<file path="config.mk">
export PLATFORM = sky130hd
export DESIGN_NAME = nand_seq
export DESIGN_NICKNAME = d
export VERILOG_FILES = /design/src/rtl/nfc_pkg.sv /design/src/rtl/nfc_strobe.sv /design/src/rtl/nfc_rbwait.sv /design/src/rtl/nand_seq.sv
export SDC_FILE = /design/constraint.sdc
export NUM_CORES = 1
export LEC_CHECK = 0
export BUFFER_PORTS_ARGS = -buffer_cell sky130_fd_sc_hd__buf_4
export CORE_MARGIN = 2
export CORE_UTILIZATION = 40
export CTS_CLUSTER_SIZE = 28
export DETAILED_ROUTE_END_ITERATION = 8
export GPL_TIMING_DRIVEN = 0
export SYNTH_ARGS = -nofsm -noshare
export SYNTH_HDL_FRONTEND = slang
export SYNTH_HIERARCHICAL = 1
export SYNTH_SLANG_ARGS = --single-unit
</file>
<file path="constraint.sdc">
create_clock -name clk -period 2.7 [get_ports clk]
set_input_delay 0.54 -clock clk [delete_from_list [all_inputs] [get_ports clk]]
set_output_delay 0.54 -clock clk [all_outputs]
set_load 0.02 [all_outputs]
</file>
<file path="src/rtl/nfc_pkg.sv">
package nfc_pkg;

    localparam int NFC_BLOCKS = 1024;
    localparam int NFC_PAGES  = 32;
    localparam int ROW_W      = $clog2(NFC_BLOCKS * NFC_PAGES);
    localparam int PG_W       = $clog2(NFC_PAGES);

    typedef enum logic [1:0] {
        OP_READ  = 2'd0,
        OP_PROG  = 2'd1,
        OP_ERASE = 2'd2,
        OP_NONE  = 2'd3
    } op_t;

    localparam logic [7:0] CMD_READ     = 8'h00;
    localparam logic [7:0] CMD_PROG     = 8'h80;
    localparam logic [7:0] CMD_PROG_GO  = 8'h10;
    localparam logic [7:0] CMD_ERASE    = 8'h60;
    localparam logic [7:0] CMD_ERASE_GO = 8'hD0;
    localparam logic [7:0] CMD_STATUS   = 8'h70;

    typedef enum logic [3:0] {
        SQ_IDLE, SQ_CMD1, SQ_ADDR, SQ_WDATA, SQ_CMD2, SQ_WAIT,
        SQ_RDATA, SQ_RHOLD, SQ_STCMD, SQ_STRD, SQ_FINISH
    } seq_t;

    typedef enum logic [1:0] {PH_IDLE, PH_LO, PH_HI} ph_t;

    typedef struct packed {
        op_t              op;
        logic [7:0]       col;
        logic [ROW_W-1:0] row;
    } req_t;

    function automatic logic [7:0] first_cmd(op_t op);
        case (op)
            OP_PROG:  return CMD_PROG;
            OP_ERASE: return CMD_ERASE;
            default:  return CMD_READ;
        endcase
    endfunction

    function automatic logic [7:0] second_cmd(op_t op);
        return (op == OP_ERASE) ? CMD_ERASE_GO : CMD_PROG_GO;
    endfunction

    function automatic logic [1:0] last_addr(op_t op);
        return (op == OP_ERASE) ? 2'd1 : 2'd2;
    endfunction

    function automatic logic [7:0] addr_byte(req_t r, logic [1:0] idx);
        logic [7:0] lo;
        logic [7:0] hi;
        lo = r.row[7:0];
        hi = 8'(r.row >> 8);
        if (r.op == OP_ERASE)
            return (idx == 2'd0) ? (lo & 8'(8'hFF << PG_W)) : hi;
        case (idx)
            2'd0:    return r.col;
            2'd1:    return lo;
            default: return hi;
        endcase
    endfunction

endpackage

</file>
<file path="src/rtl/nfc_strobe.sv">
module nfc_strobe
    import nfc_pkg::*;
#(
    parameter int WE_LO     = 2,
    parameter int WE_HI     = 2,
    parameter int RE_LO     = 4,
    parameter int RE_HI     = 2,
    parameter int SAMPLE_AT = 4
) (
    input  logic clk,
    input  logic rst,
    input  logic start,
    input  logic use_re,
    output logic we_n,
    output logic re_n,
    output logic smp,
    output logic fin
);

    localparam int MAXA = (WE_LO > WE_HI) ? WE_LO : WE_HI;
    localparam int MAXB = (RE_LO > RE_HI) ? RE_LO : RE_HI;
    localparam int MAXL = (MAXA > MAXB) ? MAXA : MAXB;
    localparam int CW   = $clog2(MAXL + 1);

    ph_t           ph;
    logic [CW-1:0] cnt;
    logic          kind;
    logic [CW-1:0] lo_len;
    logic [CW-1:0] hi_len;

    assign lo_len = kind ? CW'(RE_LO) : CW'(WE_LO);
    assign hi_len = kind ? CW'(RE_HI) : CW'(WE_HI);

    always_ff @(posedge clk) begin
        if (rst) begin
            ph   <= PH_IDLE;
            cnt  <= '0;
            kind <= 1'b0;
        end else begin
            case (ph)
                PH_IDLE: if (start) begin
                    ph   <= PH_LO;
                    cnt  <= CW'(1);
                    kind <= use_re;
                end
                PH_LO: if (cnt == lo_len) begin
                    ph  <= PH_HI;
                    cnt <= CW'(1);
                end else begin
                    cnt <= cnt + CW'(1);
                end
                PH_HI: if (cnt == hi_len) begin
                    ph <= PH_IDLE;
                end else begin
                    cnt <= cnt + CW'(1);
                end
                default: ph <= PH_IDLE;
            endcase
        end
    end

    assign we_n = !(ph == PH_LO && !kind);
    assign re_n = !(ph == PH_LO && kind);
    assign smp  = (ph == PH_LO) && kind && (cnt == CW'(SAMPLE_AT));
    assign fin  = (ph == PH_HI) && (cnt == hi_len);

endmodule

</file>
<file path="src/rtl/nfc_rbwait.sv">
module nfc_rbwait #(
    parameter int GUARD   = 8,
    parameter int TIMEOUT = 100000
) (
    input  logic clk,
    input  logic rst,
    input  logic start,
    input  logic rb,
    output logic ok,
    output logic tmo
);

    localparam int CW = $clog2(TIMEOUT + 1);

    logic          s1, s2;
    logic          act;
    logic [CW-1:0] cnt;

    always_ff @(posedge clk) begin
        if (rst) begin
            s1  <= 1'b1;
            s2  <= 1'b1;
            act <= 1'b0;
            cnt <= '0;
        end else begin
            s1 <= rb;
            s2 <= s1;
            if (start) begin
                act <= 1'b1;
                cnt <= '0;
            end else if (act) begin
                if (ok || tmo)
                    act <= 1'b0;
                cnt <= cnt + CW'(1);
            end
        end
    end

    assign ok  = act && (cnt >= CW'(GUARD)) && s2;
    assign tmo = act && !ok && (cnt == CW'(TIMEOUT - 1));

endmodule

</file>
<file path="src/rtl/nand_seq.sv">
module nand_seq
    import nfc_pkg::*;
#(
    parameter int XFER_BYTES = 528,
    parameter int WE_LO      = 2,
    parameter int WE_HI      = 2,
    parameter int RE_LO      = 4,
    parameter int RE_HI      = 2,
    parameter int SAMPLE_AT  = 4,
    parameter int RB_GUARD   = 8,
    parameter int RB_TIMEOUT = 100000
) (
    input  logic                clk,
    input  logic                rst,
    input  logic                op_valid,
    input  logic [1:0]          op_code,
    input  logic [ROW_W-1:0]    op_row,
    input  logic [7:0]          op_col,
    input  logic [7:0]          wr_data,
    input  logic                wr_valid,
    output logic                wr_ready,
    output logic [7:0]          rd_data,
    output logic                rd_valid,
    input  logic                rd_ready,
    output logic                busy,
    output logic                done,
    output logic                fail,
    output logic                nf_ce_n,
    output logic                nf_cle,
    output logic                nf_ale,
    output logic                nf_we_n,
    output logic                nf_re_n,
    output logic [7:0]          nf_dq_o,
    output logic                nf_dq_oe,
    input  logic [7:0]          nf_dq_i,
    input  logic                nf_rb
);

    localparam int BW = (XFER_BYTES > 1) ? $clog2(XFER_BYTES) : 1;
    localparam logic [BW-1:0] LAST_BYTE = BW'(XFER_BYTES - 1);

    seq_t          state;
    req_t          req;
    logic          act;
    logic [1:0]    aidx;
    logic [BW-1:0] bcnt;
    logic          st_go, use_re, w_go;
    logic [7:0]    nbyte;
    logic          smp, fin, rb_ok, rb_tmo;

    nfc_strobe #(
        .WE_LO(WE_LO), .WE_HI(WE_HI), .RE_LO(RE_LO), .RE_HI(RE_HI),
        .SAMPLE_AT(SAMPLE_AT)
    ) i_strobe (
        .clk(clk), .rst(rst), .start(st_go), .use_re(use_re),
        .we_n(nf_we_n), .re_n(nf_re_n), .smp(smp), .fin(fin)
    );

    nfc_rbwait #(.GUARD(RB_GUARD), .TIMEOUT(RB_TIMEOUT)) i_rbwait (
        .clk(clk), .rst(rst), .start(w_go), .rb(nf_rb),
        .ok(rb_ok), .tmo(rb_tmo)
    );

    always_comb begin
        st_go  = 1'b0;
        use_re = 1'b0;
        w_go   = 1'b0;
        nbyte  = 8'h00;
        case (state)
            SQ_CMD1:  begin st_go = !act; nbyte = first_cmd(req.op); end
            SQ_ADDR:  begin st_go = !act; nbyte = addr_byte(req, aidx); end
            SQ_WDATA: begin st_go = !act && wr_valid; nbyte = wr_data; end
            SQ_CMD2:  begin st_go = !act; nbyte = second_cmd(req.op); end
            SQ_STCMD: begin st_go = !act; nbyte = CMD_STATUS; end
            SQ_RDATA, SQ_STRD: begin st_go = !act; use_re = 1'b1; end
            SQ_WAIT:  w_go = !act;
            default:  ;
        endcase
    end

    always_ff @(posedge clk) begin
        if (rst) begin
            state   <= SQ_IDLE;
            req     <= '0;
            act     <= 1'b0;
            aidx    <= '0;
            bcnt    <= '0;
            fail    <= 1'b0;
            nf_dq_o <= '0;
            rd_data <= '0;
        end else begin
            if (st_go) begin
                act <= 1'b1;
                if (!use_re)
                    nf_dq_o <= nbyte;
            end
            if (w_go)
                act <= 1'b1;
            case (state)
                SQ_IDLE: if (op_valid && op_t'(op_code) != OP_NONE) begin
                    req   <= '{op: op_t'(op_code), col: op_col, row: op_row};
                    fail  <= 1'b0;
                    aidx  <= '0;
                    bcnt  <= '0;
                    state <= SQ_CMD1;
                end
                SQ_CMD1: if (fin) begin
                    act   <= 1'b0;
                    state <= SQ_ADDR;
                end
                SQ_ADDR: if (fin) begin
                    act <= 1'b0;
                    if (aidx == last_addr(req.op)) begin
                        aidx  <= '0;
                        state <= (req.op == OP_READ) ? SQ_WAIT :
                                 (req.op == OP_PROG) ? SQ_WDATA : SQ_CMD2;
                    end else begin
                        aidx <= aidx + 2'd1;
                    end
                end
                SQ_WDATA: if (fin) begin
                    act <= 1'b0;
                    if (bcnt == LAST_BYTE) begin
                        bcnt  <= '0;
                        state <= SQ_CMD2;
                    end else begin
                        bcnt <= bcnt + BW'(1);
                    end
                end
                SQ_CMD2: if (fin) begin
                    act   <= 1'b0;
                    state <= SQ_WAIT;
                end
                SQ_WAIT: if (act && rb_ok) begin
                    act   <= 1'b0;
                    state <= (req.op == OP_READ) ? SQ_RDATA : SQ_STCMD;
                end else if (act && rb_tmo) begin
                    act   <= 1'b0;
                    fail  <= 1'b1;
                    state <= SQ_FINISH;
                end
                SQ_RDATA: begin
                    if (smp)
                        rd_data <= nf_dq_i;
                    if (fin) begin
                        act   <= 1'b0;
                        state <= SQ_RHOLD;
                    end
                end
                SQ_RHOLD: if (rd_ready) begin
                    if (bcnt == LAST_BYTE) begin
                        state <= SQ_FINISH;
                    end else begin
                        bcnt  <= bcnt + BW'(1);
                        state <= SQ_RDATA;
                    end
                end
                SQ_STCMD: if (fin) begin
                    act   <= 1'b0;
                    state <= SQ_STRD;
                end
                SQ_STRD: begin
                    if (smp)
                        fail <= nf_dq_i[0];
                    if (fin) begin
                        act   <= 1'b0;
                        state <= SQ_FINISH;
                    end
                end
                SQ_FINISH: state <= SQ_IDLE;
                default:   state <= SQ_IDLE;
            endcase
        end
    end

    assign wr_ready = (state == SQ_WDATA) && !act;
    assign rd_valid = (state == SQ_RHOLD);
    assign busy     = (state != SQ_IDLE);
    assign done     = (state == SQ_FINISH);
    assign nf_ce_n  = (state == SQ_IDLE) || (state == SQ_FINISH);
    assign nf_cle   = (state == SQ_CMD1) || (state == SQ_CMD2) || (state == SQ_STCMD);
    assign nf_ale   = (state == SQ_ADDR);
    assign nf_dq_oe = nf_cle || nf_ale || (state == SQ_WDATA);

endmodule

</file>
==> summary.md, run 1 <==
| Metric | Value |
|---|---|
| GRT Resource Usage Total | 0.210 |
| Synth Area in Adders | 0.0356 |
| Nets | 730 |
| Fin area | 5770 sq um |
| Worst path cell trace | or4_4, nor4_4, a41oi_2, nor2_4, o21ai_2, a222oi_1, o21ai_2, or3_1, o211a_1 |
| Dpl cell area | 5300 sq um |
| Synth-to-layout area growth | 26.3% |
| Ys async rst share | 0 |
| DRT iter0 DRCs | 307 |
| Post-Route Skew | 0.00633 ns |
| Worst R2R End | state[1] |
| Slew headroom | 0.553 |
| Final hold violation count | 0 |
| Slowest CP cell | or4_4 |
| Cell Area, Synth | 4570 sq um |
| CP startpoint kind | register |
| Cells after Synth | 575 |
| Worst endpoint required time | 2.94 ns |
| VDD IR max | 0.425 mV |
| WL final | 12.6 mm |
| Row count | 39 |
| Clock Tree Root | clkbuf_16 |
| # hold bufs at CTS | 0 |
| Synth warn | 6 |
| Worst path top cell family by delay | simple AND/OR/NAND/NOR gates |
| Distinct cell type count after synthesis | 79 |
| # setup viols final | 0 |
| Pin count of the biggest net entering global routing | 19 |
| Largest family of logic cells by synthesized area | simple AND/OR/NAND/NOR gates |
| Layout cells sized above 1 | 0.228 |
| GP Congestion | 0.882 |
| Class of the worst hold path | in -> reg |
| DP Cell Count | 791 |
| GRT met3 Usage | 0.0377 |
| CTS clock-pin slew for the worst setup and hold paths | 0.06 ns |
| Via count | 4,501 |
| Flops & latches, synth | 85 |
| Routed len/inst | 15.4 um |
| Die Wd | 111 um |
| Routed vias/inst | 5.50 |
| EDFF count, synth | 0 |
| Worst r2r path cells | 9 |
| Overflow after GRT | 0 |
| GR Layer Usage met2 | 0.330 |
| Initial Utilization | 0.406 |
| TritonCTS Buffers | 9 |
| Worst-Margin Slew | 0.671 ns |
| Non-filler cells, final | 818 |
| Post-DRT Antenna Nets | 0 |
| Crit path DAT | 2.83 ns |
| Final min period | 2.59 ns |
| Post-DP HPWL | 9.20 mm |
| CP most frequent cell | o21ai_2 |
| Max-cap viol count | 0 |
| Initial antenna violation count | 0 |
| Tcrit/Tclk final | 0.959 |
| Crit. End Element | register |
| Post-Synth Simple-Gate Area | 0.284 |
| Reg-to-reg startpoint | i_rbwait/cnt[12] |
| Worst R2R Setup Slack | 0.11 ns |
| Initial DRT Pass Iterations | 6 |
| Max stage delay on crit path | 0.54 ns |
| Endpoint, Worst Hold | i_rbwait/s1 |
| Die H | 111 um |
| IO Pins | 74 |
| CP Max Fanout | 4 |
| Max clock buf depth | 2 |
| F_max | 386 MHz |
| Primary FF master, synth | dfxtp_1 |
| WS Path Type | reg -> reg |
| Syn avg cell area | 7.95 sq um |
| Number of remaining DRC errors | 0 |
| Vias in the first global route | 4,312 |
| Port bufs | 73 |
| Post-synthesis xor/xnor area fraction | 0.0287 |
| Compound-Gate Fraction of Synth Area | 0.219 |
| Multiplexer area fraction after synthesis | 0.0134 |
| Die area | 12,300 sq um |
| Worst hold start | nf_rb |
| CTS sink cnt | 85 |
| CTS H-tree depth | 3 |
| Seq/Total Area, Yosys | 0.372 |
| GRT Max-Usage Layer | met2 |
| Net Count, Synth | 635 |
| Outcome | finished, final reports clean |
| Met1 Track Usage GR | 0.280 |
| CTS tree | built |
| Worst Path Buf+Inv | 0 |
| First-pass GRT wire length | 20.9 mm |
| Clk Latency, worst-skew pair | 0.35 ns |
| Hold path depth | 2 |
| PwrDens | 797 nW/um^2 |
| Leak pwr | 2.18 nW |
| Final Max Tran Viols | 0 |
| Diode count | 0 |
| Core area | 11,300 sq um |
-- worst max path at each step --
stage                                start       end  depth (start not counted)
after floorplan                   state[1]   nf_ce_n                          6
after global routing      i_rbwait/cnt[12]  state[1]                          9
after global placement    i_rbwait/cnt[12]  state[1]                          9
after detailed placement    i_strobe/ph[0]   bcnt[6]                          9
final                     i_rbwait/cnt[12]  state[1]                          9
after CTS                 i_rbwait/cnt[12]  state[1]                         10
-- synthesized netlist by cell type, drive strengths merged (3+ instances only) --
cell type,n,area share
a31oi,6,0.0082
inv,24,0.020
nand2,92,0.076
o21ai,21,0.023
and2,6,0.0088
nor4,10,0.023
a31o,3,0.0057
a222oi,3,0.0066
a21oi,55,0.061
xor2,7,0.013
nor2b,9,0.012
a22o,3,0.0057
clkbuf,24,0.020
nor2,46,0.038
o211ai,3,0.0049
a211oi,8,0.014
mux2i,5,0.011
or4,7,0.012
xnor2,8,0.015
ha,13,0.036
and3,5,0.0071
o31ai,4,0.0066
nand2b,11,0.015
o2bb2ai,4,0.0077
nor3,11,0.012
nand4,6,0.0082
or3,5,0.0079
a22oi,11,0.018
or2,5,0.0068
nand3,27,0.031
dfxtp,85,0.37
a41o,3,0.0068
buf,7,0.0085
-- metal layers --
| layer | vias up | wire length, um |
|---|---|---|
| li1 | 2255 | - |
| met4 | 0 | 263 |
| met2 | 114 | 5910 |
| met5 | - | 0 |
| met1 | 2110 | 5760 |
| met3 | 22 | 679 |
-- cells in the final DEF, fill, tap and decap left out, drive strengths merged, types with 6 or more instances in the layout --
| master | count |
|---|---|
| buf | 91 |
| nand3 | 27 |
| nand2 | 92 |
| ha | 13 |
| nand4 | 6 |
| and2 | 6 |
| xnor2 | 8 |
| nand2b | 11 |
| a31oi | 6 |
| xor2 | 7 |
| clkbuf | 33 |
| nor2 | 46 |
| a21oi | 55 |
| nor2b | 9 |
| a211oi | 8 |
| a22oi | 11 |
| dfxtp | 85 |
| inv | 26 |
| nor3 | 11 |
| nor4 | 10 |
| or4 | 7 |
| o21ai | 21 |
-- what timing repair did --
item                                    in CTS  in global routing
setup buffers                                4                  8
endpoints found under the setup margin      17                 30
pin swaps                                    2                  8
gates resized for setup                     11                 17
-- final cells by class --
type | instances | area [sq um]
plain buffers | 30 | 135
clock buffers | 9 | 225
clock inverters | 7 | 97.6
fillers | 1104 | 5500
inverters | 24 | 90.1
multi-input cells | 435 | 2700
flip-flops and latches | 85 | 1710
well taps | 143 | 179
repair buffers | 85 | 638
-- cells by family after synthesis --
group / after synthesis
muxes: 6
buffers and inverters: 55
xor gates and xnor gates: 15
adders and majority gates: 13
DFF: 85
AOI/OAI and AO/OA: 149
and+or+nand+nor: 252
-- stage by stage --
step | setup WS (ns) | hold WS (ns) | util | TNS (ns) | power, mW
after global placement | -0.125 | 0.404 | 0.470 | -1.01 | 3.14
after CTS | 0.0140 | 0.359 | 0.503 | 0 | 4.59
after floorplan | 0.223 | 0.389 | - | 0 | 2.65
after detailed placement | -0.158 | 0.406 | 0.470 | -1.39 | 3.17
final | 0.111 | 0.371 | 0.512 | 0 | 4.60
after global routing | -0.0133 | 0.364 | 0.512 | -0.0133 | 4.89
-- worst register-to-register path: stages, from the launching register on --
cell,delay [ns]
dfxtp_4,0.35
or4_4,0.54
nor4_4,0.20
a41oi_2,0.20
nor2_4,0.16
o21ai_2,0.09
a222oi_1,0.32
o21ai_2,0.15
or3_1,0.33
o211a_1,0.13
-- state kept, by name, indices dropped and copies added, names as in the netlist --
signal         flops
state              4
i_rbwait/act       1
i_strobe/kind      1
i_rbwait/cnt      17
i_rbwait/s1        1
act                1
fail               1
aidx               2
nf_dq_o            8
i_rbwait/s2        1
rd_data            8
req               25
i_strobe/ph        2
bcnt              10
i_strobe/cnt       3
-- report_power, final --
part	total [mW]	leakage, nW	switching, mW	internal, mW
logic	1.74	1.34	1.06	0.682
registers	1.52	0.692	0.123	1.39
clock network	1.34	0.152	0.529	0.814
total	4.60	2.18	1.71	2.89
Power figures use the tool's default switching activity.
==> run 2: changes to the inputs <==
Settings changed: CTS_CLUSTER_SIZE 28 to 30.
Clock period 2.7 ns to 3.4 ns, I/O delays scaled along.
==> run 2 against run 1 <==
Power decreased by 22%. Global-route usage barely moved. Setup slack improved by 0.043 ns. First-iteration DRC count grew 17%. Sequential power down 22%. Via count decreased by 0.78%. Combinational power down 24%. Critical path depth fell by 4. Register-to-register slack improved by 0.33 ns. Clock skew grew 0.0014 ns. Clock power is 20% lower. Flip-flop and latch count unchanged. Largest power group unchanged.
==> summary.md, run 2 (same netlist as run 1, synthesis figures left out) <==
| Metric | Value |
|---|---|
| Outcome | finished, final reports clean (unchanged) |
| Row count | 39 (unchanged) |
| Utilization after layout | 0.499 (was 0.512) |
| Critical path origin | state[1] (was i_rbwait/cnt[12]) |
| CTS tree | built (unchanged) |
| Biggest registers after layout | req x25, i_rbwait/cnt x17, bcnt x10 (unchanged) |
| Leak pwr | 2.08 nW (was 2.18 nW) |
| Routed len/inst | 15.5 um (was 15.4 um) |
| # resized after CTS | 0 (was 11) |
| Reg-to-reg startpoint | i_rbwait/cnt[12] (unchanged) |
| Class of the worst hold path | reg -> reg (was in -> reg) |
| Pin count of the biggest net entering global routing | 19 (unchanged) |
| Max-cap viol count | 0 (unchanged) |
| PwrDens | 639 nW/um^2 (was 797 nW/um^2) |
| First-pass GRT wire length | 20.9 mm (about the same) |
| CTS sink cnt | 85 (unchanged) |
| Final Max Tran Viols | 0 (unchanged) |
| Routed vias/inst | 5.53 (was 5.50) |
| Tcrit/Tclk final | 0.955 |
| Crit path DAT | 2.57 ns (was 2.83 ns) |
| Hold path depth | 1 (was 2) |
| Die Wd | 111 um (unchanged) |
| Worst r2r path cells | 9 (unchanged) |
| Worst R2R Setup Slack | 0.44 ns (was 0.11 ns) |
| Setup bufs post-CTS | 0 (was 4) |
| IO Pins | 74 (unchanged) |
| WL final | 12.5 mm (was 12.6 mm) |
| Overflow after GRT | 0 (unchanged) |
| Via count | 4,466 (was 4,501) |
| Die H | 111 um (unchanged) |
| Layout cells sized above 1 | 0.185 (was 0.228) |
| Slowest CP cell | nor4b_1 (was or4_4) |
| Final min period | 3.25 ns |
| RSZ-0062 raised after global routing | no |
| Clock Tree Root | clkbuf_16 (unchanged) |
| TNS Setup | 0 ns (unchanged) |
| Largest Register | req (unchanged) |
| WS Path Type | reg -> out (was reg -> reg) |
| CP startpoint kind | register (unchanged) |
| Core area | 11,300 sq um (unchanged) |
| # setup viols final | 0 (unchanged) |
| VDD IR max | 0.341 mV (was 0.425 mV) |
| Post-Route Skew | 0.00773 ns (was 0.00633 ns) |
| Commonest non-fill, non-tap cell in the layout | nand2_1 (unchanged) |
| CP Max Fanout | 10 (was 4) |
| CTS clock-pin slew for the worst setup and hold paths | 0.06 ns (about the same) |
| Max reg flops | 25 (unchanged) |
| Initial antenna violation count | 0 (unchanged) |
| Synth-to-layout area growth | 23.0% (was 26.3%) |
| Max stage delay on crit path | 0.54 ns (about the same) |
| Post-DRT Antenna Nets | 0 (unchanged) |
| Endpoint, Worst Hold | i_rbwait/s2 (was i_rbwait/s1) |
| F_max | 308 MHz |
| Initial Utilization | 0.406 (unchanged) |
| Nets | 719 (was 730) |
| Worst path cell trace | clkbuf_1, clkbuf_1, nor4b_1, clkbuf_1, buf_4 (was or4_4, nor4_4, a41oi_2, nor2_4, o21ai_2, a222oi_1, o21ai_2, or3_1, o211a_1) |
| # hold bufs at CTS | 0 (unchanged) |
| Final hold violation count | 0 (unchanged) |
| Worst endpoint required time | 2.72 ns (was 2.94 ns) |
| Commonest cells after routing, fill and taps aside | nand2_1, dfxtp_1, buf_4, a21oi_1, nor2_1 (was nand2_1, buf_4, dfxtp_1, a21oi_1, nor2_1) |
| Clk Latency, worst-skew pair | 0.35 ns (about the same) |
| Worst-Margin Slew | 0.795 ns (was 0.671 ns) |
| Worst R2R End | state[1] (unchanged) |
| Number of remaining DRC errors | 0 (unchanged) |
| GRT Resource Usage Total | 0.210 (about the same) |
| Worst hold start | i_rbwait/s1 (was nf_rb) |
| Crit. End Element | output pin (was register) |
| Post-DP HPWL | 9.20 mm (unchanged) |
| Non-filler cells, final | 807 (was 818) |
| TritonCTS Buffers | 9 (unchanged) |
| Vias in the first global route | 4,278 (was 4,312) |
| Port bufs | 73 (unchanged) |
| Slew headroom | 0.466 (was 0.553) |
| DP Cell Count | 791 (unchanged) |
| Max clock buf depth | 2 (unchanged) |
| CTS H-tree depth | 3 (unchanged) |
| CP most frequent cell | clkbuf_1 (was o21ai_2) |
| Die area | 12,300 sq um (unchanged) |
| DRT iter0 DRCs | 358 (was 307) |
| Initial DRT Pass Iterations | 7 (was 6) |
| Diode count | 0 (unchanged) |
| GP Congestion | 0.882 (unchanged) |
[run 2: cell count changes in the layout (fill, tap and decap cells not counted), sizes merged]
cell	before	now
buf	91	80
[run 2: worst max-delay path, delay by kind of cell, from the launching register on]
family / cells / cell delay (ns)
buffers and inverters: 4 / 1.37
AND/OR/NAND/NOR: 1 / 0.54
flip-flops: 1 / 0.30
[run 2: final cells by class]
cell class | count | area [sq um]
Sequential cell | 85 | 1700
Tap cell | 143 | 179
Multi-Input combinational cell | 435 | 2650
Clock buffer | 9 | 225
Clock inverter | 7 | 97.6
Inverter | 24 | 90.1
Timing Repair Buffer | 73 | 548
Buffer | 31 | 129
Fill cell | 1117 | 5650
[run 2: through the flow]
stage          total power [mW]  setup slack, ns  hold slack (ns)  area (sq um)
3_3_place_gp               2.50            0.540            0.404          5300
6_report                   3.59            0.153            0.419          5620
5_1_grt                    3.81           0.0103            0.438          5620
3_5_place_dp               2.52            0.525            0.406          5300
4_1_cts                    3.60            0.240            0.424          5620
2_1_floorplan              2.10            0.783            0.389          4570
[run 2: how the worst max path moves through the flow]
stage / to / cells past startpoint
final: nf_ale / 5
after CTS: nf_ale / 5
after detailed placement: bcnt[6] / 7
after global routing: nf_ale / 5
after global placement: bcnt[6] / 7
after floorplan: nf_ce_n / 6
[run 2: power breakdown]
part / switching [mW] / internal (mW) / leakage (nW)
logic: 0.839 / 0.494 / 1.24
clock network: 0.423 / 0.647 / 0.152
registers: 0.0839 / 1.11 / 0.691
total: 1.35 / 2.25 / 2.08
[run 2: routing by layer]
| layer | GRT usage | vias to the layer above | part of all wire |
|---|---|---|---|
| met5 | 0 | - | 0 |
| met4 | 0.0992 | 0 | 0.020 |
| met3 | 0.0377 | 17 | 0.055 |
| met2 | 0.326 | 116 | 0.46 |
| met1 | 0.283 | 2107 | 0.46 |
| li1 | - | 2226 | - |
==> run 3: changes to the inputs <==
Settings changed: REMOVE_ABC_BUFFERS set to 1.
==> run 3 against run 2 <==
Global-route usage shrank 2.4 points. Clock skew shrank 0.0012 ns. Via count decreased by 5.1%. Count of clock-buffer cells in the layout is the same. Die area unchanged. Fmax is 5.6% higher. Non-clock buffer count decreased by 29. Critical path type is now reg -> reg. Final area shrank 2.3%. Sequential share of layout area rose by 0.74 points.
==> summary.md, run 3 (same netlist as run 1, synthesis figures left out) <==
| Metric | Value |
|---|---|
| Outcome | finished, final reports clean (unchanged) |
| Pint | 2.08 mW (was 2.25 mW) |
| Initial DRT Pass Iterations | 4 (was 7) |
| Number of remaining DRC errors | 0 (unchanged) |
| Post-Route Skew | 0.00650 ns (was 0.00773 ns) |
| VDD IR max | 0.289 mV (was 0.341 mV) |
| CTS clock-pin slew for the worst setup and hold paths | 0.06 ns (about the same) |
| P_sw | 1.31 mW (was 1.35 mW) |
| Via count | 4,240 (was 4,466) |
| Final Max Tran Viols | 0 (unchanged) |
| WS Path Type | reg -> reg (was reg -> out) |
| Diode count | 0 (unchanged) |
| F_max | 325 MHz (was 308 MHz) |
| Worst endpoint required time | 3.61 ns (was 2.72 ns) |
| CTS H-tree depth | 3 (unchanged) |
| Crit. End Element | register (was output pin) |
| TNS Setup | 0 ns (unchanged) |
| Non-filler cells, final | 778 (was 807) |
| Max-cap viol count | 0 (unchanged) |
| Pin count of the biggest net entering global routing | 64 (was 19) |
| Die Wd | 111 um (unchanged) |
| Row count | 39 (unchanged) |
| DRT iter0 DRCs | 213 (was 358) |
| DP Cell Count | 762 (was 791) |
| Worst path cell trace | nor4_2, a222oi_1, nand2_1, o21bai_1, nor2_1 (was clkbuf_1, clkbuf_1, nor4b_1, clkbuf_1, buf_4) |
| Seq pwr share | 0.371 (was 0.331) |
| Routed vias/inst | 5.45 (was 5.53) |
| CP Max Fanout | 27 (was 10) |
| Layout cells sized above 1 | 0.195 (was 0.185) |
| Gate power share | 0.350 (was 0.371) |
| Max stage delay on crit path | 0.89 ns (was 0.54 ns) |
| Die H | 111 um (unchanged) |
| Worst R2R Setup Slack | 0.33 ns (was 0.44 ns) |
| Largest Register | req (unchanged) |
| Core area | 11,300 sq um (unchanged) |
| GRT Resource Usage Total | 0.185 (was 0.210) |
| Fin area | 5490 sq um (was 5620 sq um) |
| CTS tree | built (unchanged) |
| Clk network pwr share | 0.279 (was 0.298) |
| Initial antenna violation count | 0 (unchanged) |
| WL final | 11.4 mm (was 12.5 mm) |
| Leak pwr | 2.02 nW (was 2.08 nW) |
| TritonCTS Buffers | 9 (unchanged) |
| Crit path DAT | 3.28 ns (was 2.57 ns) |
| Post-DRT Antenna Nets | 0 (unchanged) |
| Nets | 690 (was 719) |
| Port bufs | 73 (unchanged) |
| Max reg flops | 25 (unchanged) |
| Slew headroom | 0.333 (was 0.466) |
| Synth-to-layout area growth | 20.1% (was 23.0%) |
| Commonest cells after routing, fill and taps aside | nand2_1, dfxtp_1, buf_4, a21oi_1, nor2_1 (unchanged) |
| Final min period | 3.07 ns (was 3.25 ns) |
| Die area | 12,300 sq um (unchanged) |
| Post-DP HPWL | 7.96 mm (was 9.20 mm) |
| Utilization after layout | 0.487 (was 0.499) |
| Biggest registers after layout | req x25, i_rbwait/cnt x17, bcnt x10 (unchanged) |
| # setup viols final | 0 (unchanged) |
| # hold bufs at CTS | 0 (unchanged) |
| Overflow after GRT | 0 (unchanged) |
| Clock Tree Root | clkbuf_16 (unchanged) |
| Slowest CP cell | dfxtp_1 (was nor4b_1) |
| First-pass GRT wire length | 18.8 mm (was 20.9 mm) |
| RSZ-0062 raised after global routing | no (unchanged) |
| Final hold violation count | 0 (unchanged) |
| Worst-Margin Slew | 0.986 ns (was 0.795 ns) |
| Max clock buf depth | 2 (unchanged) |
| Worst hold slack | 0.412 ns (was 0.419 ns) |
| Dpl cell area | 5210 sq um (was 5300 sq um) |
| Initial Utilization | 0.406 (unchanged) |
| PwrDens | 618 nW/um^2 (was 639 nW/um^2) |
| CTS sink cnt | 85 (unchanged) |
| GP Congestion | 0.852 (was 0.882) |
| Clk Latency, worst-skew pair | 0.35 ns (about the same) |
| CP startpoint kind | register (unchanged) |
| Tcrit/Tclk final | 0.904 (was 0.955) |
| Class of the worst hold path | reg -> reg (unchanged) |
| Routed len/inst | 14.6 um (was 15.5 um) |
| Commonest non-fill, non-tap cell in the layout | nand2_1 (unchanged) |
| Sw Ratio | 0.386 (was 0.375) |
| IO Pins | 74 (unchanged) |
| Vias in the first global route | 3,959 (was 4,278) |
## run 3: changes by cell type in the layout (fill, tap and decap cells not counted), moves of 2 or more
cell,change
bufinv_16,-2
buf_1,-2
buf_2,-4
clkbuf_1,-24
## run 3: final timing paths
| check | startpoint | to | cells after the start |
|---|---|---|---|
| max reg2reg | state[0] | bcnt[9] | 5 |
| max | state[0] | bcnt[9] | 5 |
| min | i_rbwait/s1 | i_rbwait/s2 | 1 |
| min reg2reg | i_rbwait/s1 | i_rbwait/s2 | 1 |
## run 3: metrics by stage
step	setup WS [ns]	total power, mW
floorplan	-0.000643	2.04
global placement	-0.700	2.43
detailed placement	0.0988	2.48
CTS	0.0932	3.42
global route	0.00406	3.62
finish	0.327	3.39
## run 3: what timing repair did
item | in CTS | in global routing
resized for setup | 0 | 1
setup buffers | 0 | 0
setup endpoints to repair | 0 | 9
## run 3: routing by layer
metal  up-vias  share of wire  GRT usage
met4         0          0.016     0.0725
li1       2171              -          -
met3        11          0.028     0.0262
met1      1985           0.46      0.236
met5         -              0          0
met2        73           0.49      0.317
## run 3: cell type report
cell class	instances	area (sq um)
Fill cell	1118	5780
Multi-Input combinational cell	435	2670
Sequential cell	85	1700
Timing Repair Buffer	75	571
Clock buffer	9	225
Tap cell	143	179
Inverter	24	90.1
Clock inverter	7	57.6
## run 3: power groups by stage
stage / clock network [mW] / logic [mW] / registers [mW]
finish: 0.946 / 1.19 / 1.26
global route: 1.02 / 1.33 / 1.28
CTS: 0.967 / 1.20 / 1.26
detailed placement: 0 / 1.20 / 1.28
global placement: 0 / 1.15 / 1.27
floorplan: 0 / 0.779 / 1.26
## run 3: worst max-delay path, delay by kind of cell (launching register included)
family / cells / cell delay (ns)
compound gates: 2 / 1.29
flops: 1 / 0.89
simple gates: 3 / 0.76
